<file path="config.mk">
export PLATFORM = sky130hd
export DESIGN_NAME = sector_status_gen
export DESIGN_NICKNAME = d
export VERILOG_FILES = /design/src/rtl/sector_status_pkg.sv /design/src/rtl/drive_pin_sync.sv /design/src/rtl/sector_flag_unit.sv /design/src/rtl/sector_status_gen.sv
export SDC_FILE = /design/constraint.sdc
export NUM_CORES = 1
export LEC_CHECK = 0
export ABC_AREA = 0
export CAP_MARGIN = 15
export CORE_AREA = 2 2 39 41
export DETAILED_ROUTE_END_ITERATION = 16
export DIE_AREA = 0 0 41 43
export DONT_BUFFER_PORTS = 1
export PLACE_DENSITY = 0.7
export SYNTH_ARGS = -nofsm -noshare
export SYNTH_HDL_FRONTEND = slang
export SYNTH_HIERARCHICAL = 1
export SYNTH_SLANG_ARGS = --single-unit
</file>
<file path="constraint.sdc">
create_clock -name clk -period 0.9 [get_ports clk]
set_input_delay 0.18 -clock clk [delete_from_list [all_inputs] [get_ports clk]]
set_output_delay 0.18 -clock clk [all_outputs]
set_load 0.1 [all_outputs]
</file>
<file path="src/rtl/sector_status_pkg.sv">
package sector_status_pkg;

  localparam int DSEL_W = 2;
  localparam int PIN_W  = DSEL_W + 3;

  typedef struct packed {
    logic ctl_mark;
    logic data_err;
    logic wrong_cyl;
    logic bad_cyl;
    logic miss_mark;
  } res_flags_t;

endpackage

</file>
<file path="src/rtl/drive_pin_sync.sv">
module drive_pin_sync #(
  parameter int WIDTH  = 5,
  parameter int STAGES = 2
) (
  input  logic             clk,
  input  logic             rst_n,
  input  logic [WIDTH-1:0] din,
  output logic [WIDTH-1:0] dout
);

  logic [WIDTH-1:0] stage [STAGES];

  for (genvar g = 0; g < STAGES; g++) begin : g_stage
    if (g == 0) begin : g_first
      always_ff @(posedge clk or negedge rst_n) begin
        if (!rst_n) stage[g] <= '0;
        else        stage[g] <= din;
      end
    end else begin : g_next
      always_ff @(posedge clk or negedge rst_n) begin
        if (!rst_n) stage[g] <= '0;
        else        stage[g] <= stage[g-1];
      end
    end
  end

  assign dout = stage[STAGES-1];

endmodule

</file>
<file path="src/rtl/sector_flag_unit.sv">
module sector_flag_unit
  import sector_status_pkg::*;
#(
  parameter int TRACK_W = 8
) (
  input  logic               clk,
  input  logic               rst_n,
  input  logic               cmd_start,
  input  logic               cmd_deleted,
  input  logic               mark_found,
  input  logic               mark_deleted,
  input  logic               crc_done,
  input  logic               crc_bad,
  input  logic               mark_timeout,
  input  logic               id_valid,
  input  logic [TRACK_W-1:0] id_track,
  input  logic [TRACK_W-1:0] cur_track,
  output res_flags_t         flags
);

  localparam logic [TRACK_W-1:0] BAD_TRACK = '1;

  logic cmd_del_q;
  logic track_diff;
  logic track_bad;
  logic mark_mismatch;

  assign track_diff    = (id_track != cur_track);
  assign track_bad     = track_diff && (id_track == BAD_TRACK);
  assign mark_mismatch = mark_deleted ^ cmd_del_q;

  always_ff @(posedge clk or negedge rst_n) begin
    if (!rst_n) begin
      flags     <= '0;
      cmd_del_q <= 1'b0;
    end else if (cmd_start) begin
      flags     <= '0;
      cmd_del_q <= cmd_deleted;
    end else begin
      flags.ctl_mark  <= flags.ctl_mark  | (mark_found & mark_mismatch);
      flags.data_err  <= flags.data_err  | (crc_done & crc_bad);
      flags.wrong_cyl <= flags.wrong_cyl | (id_valid & track_diff);
      flags.bad_cyl   <= flags.bad_cyl   | (id_valid & track_bad);
      flags.miss_mark <= flags.miss_mark | mark_timeout;
    end
  end

  // command start clears every flag
  a_r7_clear_on_start: assert property (@(posedge clk) disable iff (!rst_n)
    cmd_start |=> (flags == '0));

  // mismatched mark sets the control-mark flag
  a_r2_ctl_mark: assert property (@(posedge clk) disable iff (!rst_n)
    (mark_found && !cmd_start && (mark_deleted != cmd_del_q)) |=> flags.ctl_mark);

  // differing ID track sets wrong-cylinder
  a_r4_wrong_cyl: assert property (@(posedge clk) disable iff (!rst_n)
    (id_valid && !cmd_start && (id_track != cur_track)) |=> flags.wrong_cyl);

  // bad-cylinder never appears without wrong-cylinder
  a_r5_bad_implies_wrong: assert property (@(posedge clk) disable iff (!rst_n)
    flags.bad_cyl |-> flags.wrong_cyl);

  // a set flag holds while no command starts
  a_r7_sticky: assert property (@(posedge clk) disable iff (!rst_n)
    (!cmd_start && (flags.data_err || flags.miss_mark)) |=>
      ($past(flags.data_err) -> flags.data_err) && ($past(flags.miss_mark) -> flags.miss_mark));

endmodule

</file>
<file path="src/rtl/sector_status_gen.sv">
module sector_status_gen
  import sector_status_pkg::*;
#(
  parameter int TRACK_W     = 8,
  parameter int SYNC_STAGES = 2
) (
  input  logic               clk,
  input  logic               rst_n,
  input  logic               cmd_start,
  input  logic               cmd_deleted,
  input  logic               mark_found,
  input  logic               mark_deleted,
  input  logic               crc_done,
  input  logic               crc_bad,
  input  logic               mark_timeout,
  input  logic               id_valid,
  input  logic [TRACK_W-1:0] id_track,
  input  logic [TRACK_W-1:0] cur_track,
  input  logic               pin_wp,
  input  logic               pin_trk0,
  input  logic               pin_head,
  input  logic [DSEL_W-1:0]  pin_dsel,
  input  logic               force_wp,
  output logic [7:0]         result_byte,
  output logic [7:0]         drive_byte
);

  res_flags_t         flags;
  logic [PIN_W-1:0]   pins_raw;
  logic [PIN_W-1:0]   pins_sync;
  logic               wp_s;
  logic               trk0_s;
  logic               head_s;
  logic [DSEL_W-1:0]  dsel_s;

  sector_flag_unit #(
    .TRACK_W(TRACK_W)
  ) u_flags (
    .clk          (clk),
    .rst_n        (rst_n),
    .cmd_start    (cmd_start),
    .cmd_deleted  (cmd_deleted),
    .mark_found   (mark_found),
    .mark_deleted (mark_deleted),
    .crc_done     (crc_done),
    .crc_bad      (crc_bad),
    .mark_timeout (mark_timeout),
    .id_valid     (id_valid),
    .id_track     (id_track),
    .cur_track    (cur_track),
    .flags        (flags)
  );

  assign pins_raw = {pin_wp, pin_trk0, pin_head, pin_dsel};

  drive_pin_sync #(
    .WIDTH  (PIN_W),
    .STAGES (SYNC_STAGES)
  ) u_sync (
    .clk   (clk),
    .rst_n (rst_n),
    .din   (pins_raw),
    .dout  (pins_sync)
  );

  assign {wp_s, trk0_s, head_s, dsel_s} = pins_sync;

  assign result_byte = {1'b0, flags.ctl_mark, flags.data_err, flags.wrong_cyl,
                        2'b00, flags.bad_cyl, flags.miss_mark};

  assign drive_byte  = {1'b0, wp_s | force_wp, 1'b1, trk0_s,
                        1'b1, head_s, dsel_s};

  // forced write protect always shows
  a_r10_force_wp: assert property (@(posedge clk) disable iff (!rst_n)
    force_wp |-> drive_byte[6]);

endmodule

</file>
# Word-level counts from Yosys, hierarchy flattened
# Index checks and enable logic that the tools add are counted.
[word_totals]
input_bits = 32
register_bits = 16
wordCells = 23
[classes]
n_reduce_logical = 1
muxes = 1
n_eq_ne = 2
bitwise = 11
[op_table]
columns = ["cell", "n"]
rows = [
  ["$eq 8x8->1 const B", 1],
  ["$ne 8x8->1", 1],
  ["$or 1x1->1", 6],
  ["$mux 5", 1],
  ["$and 1x1->1", 4],
  ["$logic_and 1x1->1", 1],
  ["$xor 1x1->1", 1],
]

# Longest topological paths before layout
# Gate-level depths: netlist of the first run.
[depth]
depth_word = 5
depth_mapped = 4
ltp_nobuf = 4

# Modules after synthesis
# The synthesis of the first run kept the hierarchy.
[modules_own_cells]
columns = ["module", "n_inst", "cells_per_inst", "area_each_um2"]
rows = [
  ["sector_flag_unit", 1, 32, 335.3],
  ["drive_pin_sync", 1, 15, 287.8],
  ["sector_status_gen", 1, 9, 58.8],
]

# Least setup slack after synthesis of the first run
# OpenSTA, ideal clock, no wires.
[synth_timing]
path_type = "reg-to-output"
from = "register u_sync.stage (netlist bit u_sync/dout[4])"
to = "output drive_byte[6]"
stages_incl_launch_ff = 3
required_time_ns = 0.720
n_path_buf = 1
arrival_ns = 1.077
slack_ns = -0.357
path_cell_list = "dfrtp_1 > buf_4 > or2_1"
[synth_between]
elab_chain_cells = 1
[synth_rtl]
columns = ["item", "line_no", "text"]
rows = [
  ["start, declared", "drive_pin_sync.sv:11", "logic [WIDTH-1:0] stage [STAGES];"],
  ["start signal, assigned by index", "drive_pin_sync.sv:22", "else stage[g] <= stage[g-1];"],
  ["$or 1x1->1", "sector_status_gen.sv:71", "assign drive_byte = {1'b0, wp_s | force_wp, 1'b1, trk0_s,"],
  ["end, declared", "sector_status_gen.sv:25", "output logic [7:0] drive_byte"],
]
# Every way passes these cells.

# Worst setup path in the final report of the first run
# Same ends and word-level chain as after synthesis.

==> qor.txt, run 1 <==
Crit path launch type: register
Adder-Cell Fraction of Synth Area: 0%
Final Hold Slack: -4.28 ps
Port Buffers: 0
Commonest cells after routing, fill and taps aside: 11 x dfrtp_1, 10 x buf_12, 8 x xnor2_1
Outcome: complete, but fails checks
Mapped Cells: 56
Post-Syn Area per Cell: 12.2 um^2
Syn. warnings: 6
Main combinational cell family by area after synthesis: buffers and inverters
Core area: 0.00138 mm^2
DRC: 0
Register area share after synthesis: 58.7%
Tmin final: 1230 ps
Routed WL per cell: 13.5 um
R2r setup slk: 10 ps
XOR/XNOR share of the synthesized area: 11.6%
Routed vias/inst: 4.78
Reg2reg end: u_flags/flags[3]
Die span in y: 43 um
Root Buffer: clkbuf_4
Mapped cell area: 682 um^2
DRT iter0 DRCs: 1
Pin count of the biggest net entering global routing: 17
Crit path from: u_sync/dout[4]
Num CTS Buffers: 3
Top-Level Pins: 48
Crit share post-route: 136%
Clock Path Buffers: 2
Worst reg2reg path startpoint: u_flags/flags[3]
Post-route setup slack: -326 ps
Post-DRT Antenna Nets: 0
Critical path class: reg -> out
Initial Util: 49.3%
Area of the die: 0.00176 mm^2
Unique masters post-synth: 15
Fmax: 816 MHz
Setup Skew: 0.417 ps
P per Cell Area: 1820 mW/mm^2
HP Class: in -> async
H-tree levels: 1
Fin. Hold Viols: 7
Worst r2r path cells: 3
Crit end category: output port
Peak per-stage delay on the critical path: 370 ps
Remaining global-route overflow: 0
Worst Path Required: 720 ps
Final Cell Area: 992 um^2
Ratio of cells with drive above 1 in the final layout: 37.5%
Max-slew headroom: 54.1%
Final nets: 105
Row cnt: 14
Final setup viols: 10
Pleak: 0.424 nW
Post-synthesis compound-gate area fraction: 5.87%
Antenna cells: 0
Routability cong.: 0.615
CP arrival: 1050 ps
Cell taking the most area after synthesis: dfrtp_1
Initial antenna violation count: 0
Die X: 41 um
Fillcell total: 96
Mux cell area share after synthesis: 1.65%
Commonest non-fill, non-tap cell in the layout: dfrtp_1
DP HPWL: 924 um
Post-DP Area: 858 um^2
Vias: 421
Number of slew-limit violations in the final report: 0
Vias in the first global route: 482
Synth Register Bits: 16
VDD IR max: 1210 uV
Yosys top cell area share: 58.7%
Max-Cap Viols: 0
Slowest cell on the critical path: dfrtp_1
Clk pin slew, worst setup/hold paths: 90 ps
Final WL: 1190 um
CTS Sinks: 16
Slew @ Worst Pin: 688 ps
Syn-to-layout area delta: 45.5%
Simple-gate share of the synthesized area: 7.89%
CP Max Fanout: 1
CTS tree: done
End point of the critical path: drive_byte[6]
All-layer global routing usage: 17.5%
Failing checks: hold timing, setup timing
Clk Latency, worst-skew pair: 280 ps
Critical Path, Cell by Cell: or2_4 > buf_12
Pre-Repair DR Iteration Count: 2
Top cells by area, synth: dfrtp_1 59%, buf_4 12%, xnor2_1 10%
Global-route wire length before repair: 1960 um
Setup TNS: -1990 ps
RSZ-0062 raised after global routing: true
-- repair_timing --
action	CTS	global route
gates resized for setup	1	3
endpoints found under the setup margin	10	28
hold buffers	7	0
endpoints found under the hold margin	26	0
pin swaps	0	1
setup buffers	2	0
-- layout make-up --
cell class / instances / area (um^2) / share of cell area (%)
multi-input combinational: 31 / 216 / 21.8
tap: 16 / 20.0 / 2.02
sequential: 16 / 417 / 42.0
timing repair buffer: 19 / 295 / 29.8
inverter: 2 / 7.51 / 0.757
clock buffer: 4 / 36.3 / 3.66
-- critical path, delay by kind of cell, from the launching register on --
| family | cells | cell delay, ps |
|---|---|---|
| buffers and inverters | 1 | 160 |
| flip-flops | 1 | 370 |
| AND/OR/NAND/NOR | 1 | 230 |
-- cells by family after synthesis --
| group | Yosys count |
|---|---|
| flops | 16 |
| buf+inv | 13 |
| simple gates | 10 |
| xor+xnor | 9 |
| compound gates | 5 |
| other cells | 2 |
| mux | 1 |
-- worst min-delay path by stage --
stage,start,end,slack [ps]
global route,mark_timeout,u_flags/flags[0],20
CTS,mark_found,u_flags/flags[4],20
detailed placement,rst_n,u_sync/dout[0],-120
floorplan,rst_n,u_flags/cmd_del_q,-120
global placement,rst_n,u_sync/dout[4],-120
finish,rst_n,u_flags/flags[2],-4
-- report_power, final --
group / switching, W / leakage [nW] / total, W / internal [W]
sequential: 0.0000311 / 0.186 / 0.000799 / 0.000768
combinational: 0.000368 / 0.217 / 0.000552 / 0.000184
clock: 0.000211 / 0.0210 / 0.000457 / 0.000246
-- routing by layer --
layer	up-vias	global-route usage [%]	part of all wire, %
met5	-	0	0
met4	0	10.0	1.0
met3	2	4.71	6.0
met2	20	29.7	62
met1	205	17.9	31
li1	194	-	-
-- per-stage QoR --
step | utilization (%) | power, W | cells | setup slack, ps
after floorplan | - | 0.00121 | 60 | -225
after global placement | 62.0 | 0.00130 | 75 | -72.3
after detailed placement | 62.0 | 0.00131 | 75 | -85.8
after CTS | 71.0 | 0.00182 | 88 | -345
after global routing | 71.7 | 0.00189 | 88 | -371
final | 71.7 | 0.00181 | 88 | -326
-- synth_stat cells (all sizes together) --
cell	instances
dfrtp	16
buf	11
xnor2	8
nand4	4
nor2	4
a21oi	2
conb	2
inv	2
o21ai	2
and2b	1
mux2	1
o32ai	1
or2	1
xor2	1
-- registers in the layout, indices dropped and copies added (netlist names) --
| name | flops |
|---|---|
| u_flags/flags | 5 |
| u_sync/stage | 5 |
| u_flags/cmd_del_q | 1 |
| u_sync/dout | 5 |
Note: power is estimated with default switching activity, not from simulation.
==> run 2: changes to the inputs <==
--- a/config.mk
+++ b/config.mk
@@ -7,9 +7,9 @@
 export LEC_CHECK = 0
 export ABC_AREA = 0
 export CAP_MARGIN = 15
-export CORE_AREA = 2 2 39 41
+export CORE_AREA = 3 3 40 42
 export DETAILED_ROUTE_END_ITERATION = 16
-export DIE_AREA = 0 0 41 43
+export DIE_AREA = 0 0 43 45
 export DONT_BUFFER_PORTS = 1
 export PLACE_DENSITY = 0.7
 export SYNTH_ARGS = -nofsm -noshare
==> run 2 against run 1 <==
Against the previous run:
- the run still ends with hold timing, setup timing left
- largest cell class unchanged
- critical endpoint unchanged
- routed wire length rose by 24%
- sequential power barely moved
- power rose by 1.2%
- via count rose by 4.5%
==> qor.txt, run 2 (synthesis gave the netlist of run 1 again) <==
Outcome: complete, but fails checks
Failing checks: hold timing, setup timing
Final nets: 105
All-layer global routing usage: 16.5%
CTS tree: done
Reg2reg end: u_flags/flags[3]
Pre-Repair DR Iteration Count: 4
Vias in the first global route: 496
Clk Latency, worst-skew pair: 290 ps
Crit share post-route: 139%
Slowest cell on the critical path: dfrtp_1
Initial Util: 53.1%
Die X: 43 um
Clock Path Buffers: 2
Worst reg2reg path startpoint: u_flags/flags[3]
Row cnt: 13
CP delay by family, top: flip-flops
Routed WL per cell: 16.9 um
Syn-to-layout area delta: 47.5%
Peak per-stage delay on the critical path: 380 ps
Port Buffers: 0
H-tree levels: 1
Routed vias/inst: 5.06
Num CTS Buffers: 3
P per Cell Area: 1820 mW/mm^2
Tmin final: 1250 ps
Setup TNS: -2070 ps
Fmax: 798 MHz
Post-route setup slack: -353 ps
Pleak: 0.427 nW
Final setup viols: 10
Finished Layout Cells: 87
Power consumption: 0.00183 W
Slew @ Worst Pin: 691 ps
R2r setup slk: 10 ps
HP Class: in -> async
Pin count of the biggest net entering global routing: 17
Number of slew-limit violations in the final report: 0
Core area: 0.00128 mm^2
Root Buffer: clkbuf_4
Global-route wire length before repair: 2150 um
Clk pin slew, worst setup/hold paths: 90 ps
Placed Instances: 74
Die span in y: 45 um
CP arrival: 1070 ps
RSZ-0062 raised after global routing: true
Fillcell total: 70
Critical Path, Cell by Cell: or2_4 > buf_12
Max-Cap Viols: 0
CTS Sinks: 16
Reg area: 417 um^2
Initial antenna violation count: 0
Bufs and invs on worst path: 1
Max-slew headroom: 53.9%
Antenna cells: 0
Commonest non-fill, non-tap cell in the layout: dfrtp_1
Ratio of cells with drive above 1 in the final layout: 38.9%
Crit end category: output port
Top-Level Pins: 48
Fin. Hold Viols: 7
Critical path class: reg -> out
Remaining global-route overflow: 0
Routability cong.: 0.627
Multi-input gate area: 231 um^2
Vias: 440
Commonest cells after routing, fill and taps aside: 11 x dfrtp_1, 10 x buf_12, 8 x xnor2_1
Area of the die: 0.00194 mm^2
Final WL: 1470 um
Setup Skew: 6.96 ps
Crit path launch type: register
Post-DRT Antenna Nets: 0
VDD IR max: 1180 uV
DRC: 0
Final core utilization: 78.3%
Final Hold Slack: -7.84 ps
DRT iter0 DRCs: 5
Worst Path Required: 720 ps
Worst r2r path cells: 3
CP Max Fanout: 1
## run 2: cell counts in the layout (fill, tap and decap cells not counted)
No cell type changed its count.
## run 2: worst max path at each step
stage | endpoint | startpoint | depth (start not counted) | slack, ps
2_1_floorplan | drive_byte[6] | u_sync/dout[4] | 2 | -220
3_3_place_gp | drive_byte[6] | u_sync/dout[4] | 2 | -70
3_5_place_dp | drive_byte[6] | u_sync/dout[4] | 2 | -90
4_1_cts | drive_byte[6] | u_sync/dout[4] | 2 | -350
5_1_grt | drive_byte[6] | u_sync/dout[4] | 2 | -400
6_report | drive_byte[6] | u_sync/dout[4] | 2 | -350
## run 2: cell type report
class | count | area share (%)
clock buffer | 4 | 3.61
inverter | 2 | 0.746
multi-input combinational | 31 | 23.0
sequential | 16 | 41.4
tap | 15 | 1.87
timing repair buffer | 19 | 29.4
## run 2: what timing repair did
action / 4_1_cts / 5_1_grt
pin swaps: 0 / 4
hold endpoints to repair: 26 / 0
buffers inserted: 2 / 0
resized for setup: 1 / 5
setup endpoints to repair: 10 / 28
hold buffers: 7 / 0
## run 2: metal layers
| layer | track usage, % | vias up | share of wire (%) |
|---|---|---|---|
| met1 | 14.3 | 211 | 28 |
| met2 | 31.1 | 31 | 58 |
| met5 | 0 | - | 0 |
| met4 | 10.8 | 0 | 2.2 |
| li1 | - | 194 | - |
| met3 | 6.37 | 4 | 12 |
## run 2: through the flow
step                      cell area [um^2]  setup slack, ps
after floorplan                        721             -225
after global placement                 857            -74.8
after detailed placement               857            -92.0
after CTS                              981             -349
after global routing                  1010             -395
final                                 1010             -353
## run 2: report_power, final
group / total [W] / internal (W) / leakage (nW) / switching [W]
logic: 0.000568 / 0.000190 / 0.220 / 0.000378
clock network: 0.000459 / 0.000246 / 0.0210 / 0.000212
registers: 0.000802 / 0.000768 / 0.186 / 0.0000344
total: 0.00183 / 0.00120 / 0.427 / 0.000625
==> run 3: changes to the inputs <==
--- a/config.mk
+++ b/config.mk
@@ -16,3 +16,4 @@
 export SYNTH_HDL_FRONTEND = slang
 export SYNTH_HIERARCHICAL = 1
 export SYNTH_SLANG_ARGS = --single-unit
+export TNS_END_PERCENT = 30
==> constraint.sdc (replaced) <==
create_clock -name clk -period 1.3 [get_ports clk]
set_input_delay 0.26 -clock clk [delete_from_list [all_inputs] [get_ports clk]]
set_output_delay 0.26 -clock clk [all_outputs]
set_load 0.1 [all_outputs]
==> run 3 against run 2 <==
Against the previous run:
- the run now ends clean
- sequential power decreased by 33%
- utilization shrank 14 points
- worst hold slack gained 42 ps
- combinational power decreased by 42%
- critical path depth fell by 1
- global-route usage is 3.5 points lower
- clock skew is 4.3 ps lower
- die area did not move
- worst setup slack improved by 400 ps
- cell count down 4.6%
- non-clock buffer count decreased by 4
- critical path type unchanged
==> qor.txt, run 3 (synthesis gave the netlist of run 1 again) <==
Outcome: finished clean
Max-Cap Viols: 0
Finished Layout Cells: 83
H-tree levels: 1
Clk pin slew, worst setup/hold paths: 90 ps
Clk Latency, worst-skew pair: 270 ps
Clock Path Buffers: 2
DRT iter0 DRCs: 2
Final WL: 1110 um
Pin count of the biggest net entering global routing: 17
Number of slew-limit violations in the final report: 0
HP Class: in -> reg
Worst r2r path cells: 3
Num CTS Buffers: 3
Top-Level Pins: 48
RSZ-0062 raised after global routing: true
Pre-Repair DR Iteration Count: 2
Critical Path, Cell by Cell: or2_4
Routability cong.: 0.576
Bufs and invs on worst path: 0
Post-DRT Antenna Nets: 0
Post-route setup slack: 49.9 ps
Tmin final: 1250 ps
CTS tree: done
Ratio of cells with drive above 1 in the final layout: 25.0%
Setup slack after placement: 208 ps
R2r setup slk: 350 ps
Hold Path Sink: u_flags/flags[0]
Crit end category: output port
Setup Skew: 2.68 ps
Worst reg2reg path startpoint: u_flags/flags[3]
DRC: 0
Post-DP Area: 726 um^2
CTS Sinks: 16
Root Buffer: clkbuf_4
Fin. Hold Viols: 0
Reg2reg end: u_flags/flags[3]
Die X: 43 um
Worst Path Required: 1040 ps
Vias: 397
CP Max Fanout: 1
Fmax: 800 MHz
Final Hold Slack: 33.9 ps
Crit path from: u_sync/dout[4]
Crit share post-route: 96.2%
CP arrival: 990 ps
Core area: 0.00128 mm^2
Final Cell Area: 825 um^2
Fillcell total: 109
Area of the die: 0.00194 mm^2
Global-route wire length before repair: 1770 um
Routed WL per cell: 13.4 um
Die span in y: 45 um
Placed Instances: 73
Setup TNS: 0 ps
Slowest cell on the critical path: dfrtp_1
Critical path class: reg -> out
Row cnt: 13
Hold path start: cmd_start
Max-slew headroom: 56.2%
P per Cell Area: 1430 mW/mm^2
Pleak: 0.367 nW
Crit path launch type: register
VDD IR max: 880 uV
Final nets: 101
All-layer global routing usage: 13.0%
Antenna cells: 0
Final setup viols: 0
CP delay by family, top: flip-flops
Routed vias/inst: 4.78
Initial antenna violation count: 0
Peak per-stage delay on the critical path: 360 ps
Commonest non-fill, non-tap cell in the layout: dfrtp_1
Remaining global-route overflow: 0
Hold Path Stages: 1
Vias in the first global route: 453
Initial Util: 53.1%
Port Buffers: 0
Syn-to-layout area delta: 20.9%
Commonest cells after routing, fill and taps aside: 16 x dfrtp_1, 8 x xnor2_1, 7 x buf_4
Slew @ Worst Pin: 654 ps
==> run 3: through the flow <==
stage	power [W]	util, %
detailed placement	0.000852	56.5
floorplan	0.000827	-
CTS	0.00119	64.2
global placement	0.000849	56.5
global route	0.00123	64.2
finish	0.00118	64.2
==> run 3: how the worst max path moves through the flow <==
stage                  endpoint  depth (start not counted)
5_1_grt           drive_byte[6]                          1
3_3_place_gp      drive_byte[6]                          1
3_5_place_dp      drive_byte[6]                          1
4_1_cts           drive_byte[6]                          1
6_report          drive_byte[6]                          1
2_1_floorplan  u_flags/flags[1]                          2
==> run 3: report_power, final <==
part           total, W  internal (W)  switching, W
combinational  0.000328     0.0000792      0.000248
clock          0.000311      0.000170      0.000141
sequential     0.000538      0.000526     0.0000117
total           0.00118      0.000775      0.000401
==> run 3: timing repair <==
action	CTS	global route
setup buffers	0	0
setup endpoints to repair	1	1
hold buffers	6	0
endpoints found under the hold margin	21	0
gates resized for setup	1	0
==> run 3: layer usage <==
metal | global-route usage, % | vias up | wire length (um)
met5 | 0 | - | 0
met4 | 7.23 | 0 | 0
met3 | 4.38 | 0 | 112
met2 | 22.5 | 25 | 630
met1 | 14.1 | 185 | 368
li1 | - | 187 | -
==> run 3: layout make-up <==
type / count / area (um^2) / share of cell area, %
inverters: 2 / 7.51 / 0.910
flip-flops and latches: 16 / 400 / 48.6
well taps: 15 / 18.8 / 2.28
multi-input cells: 31 / 209 / 25.3
clock buffers: 4 / 36.3 / 4.40
repair buffers: 15 / 153 / 18.5
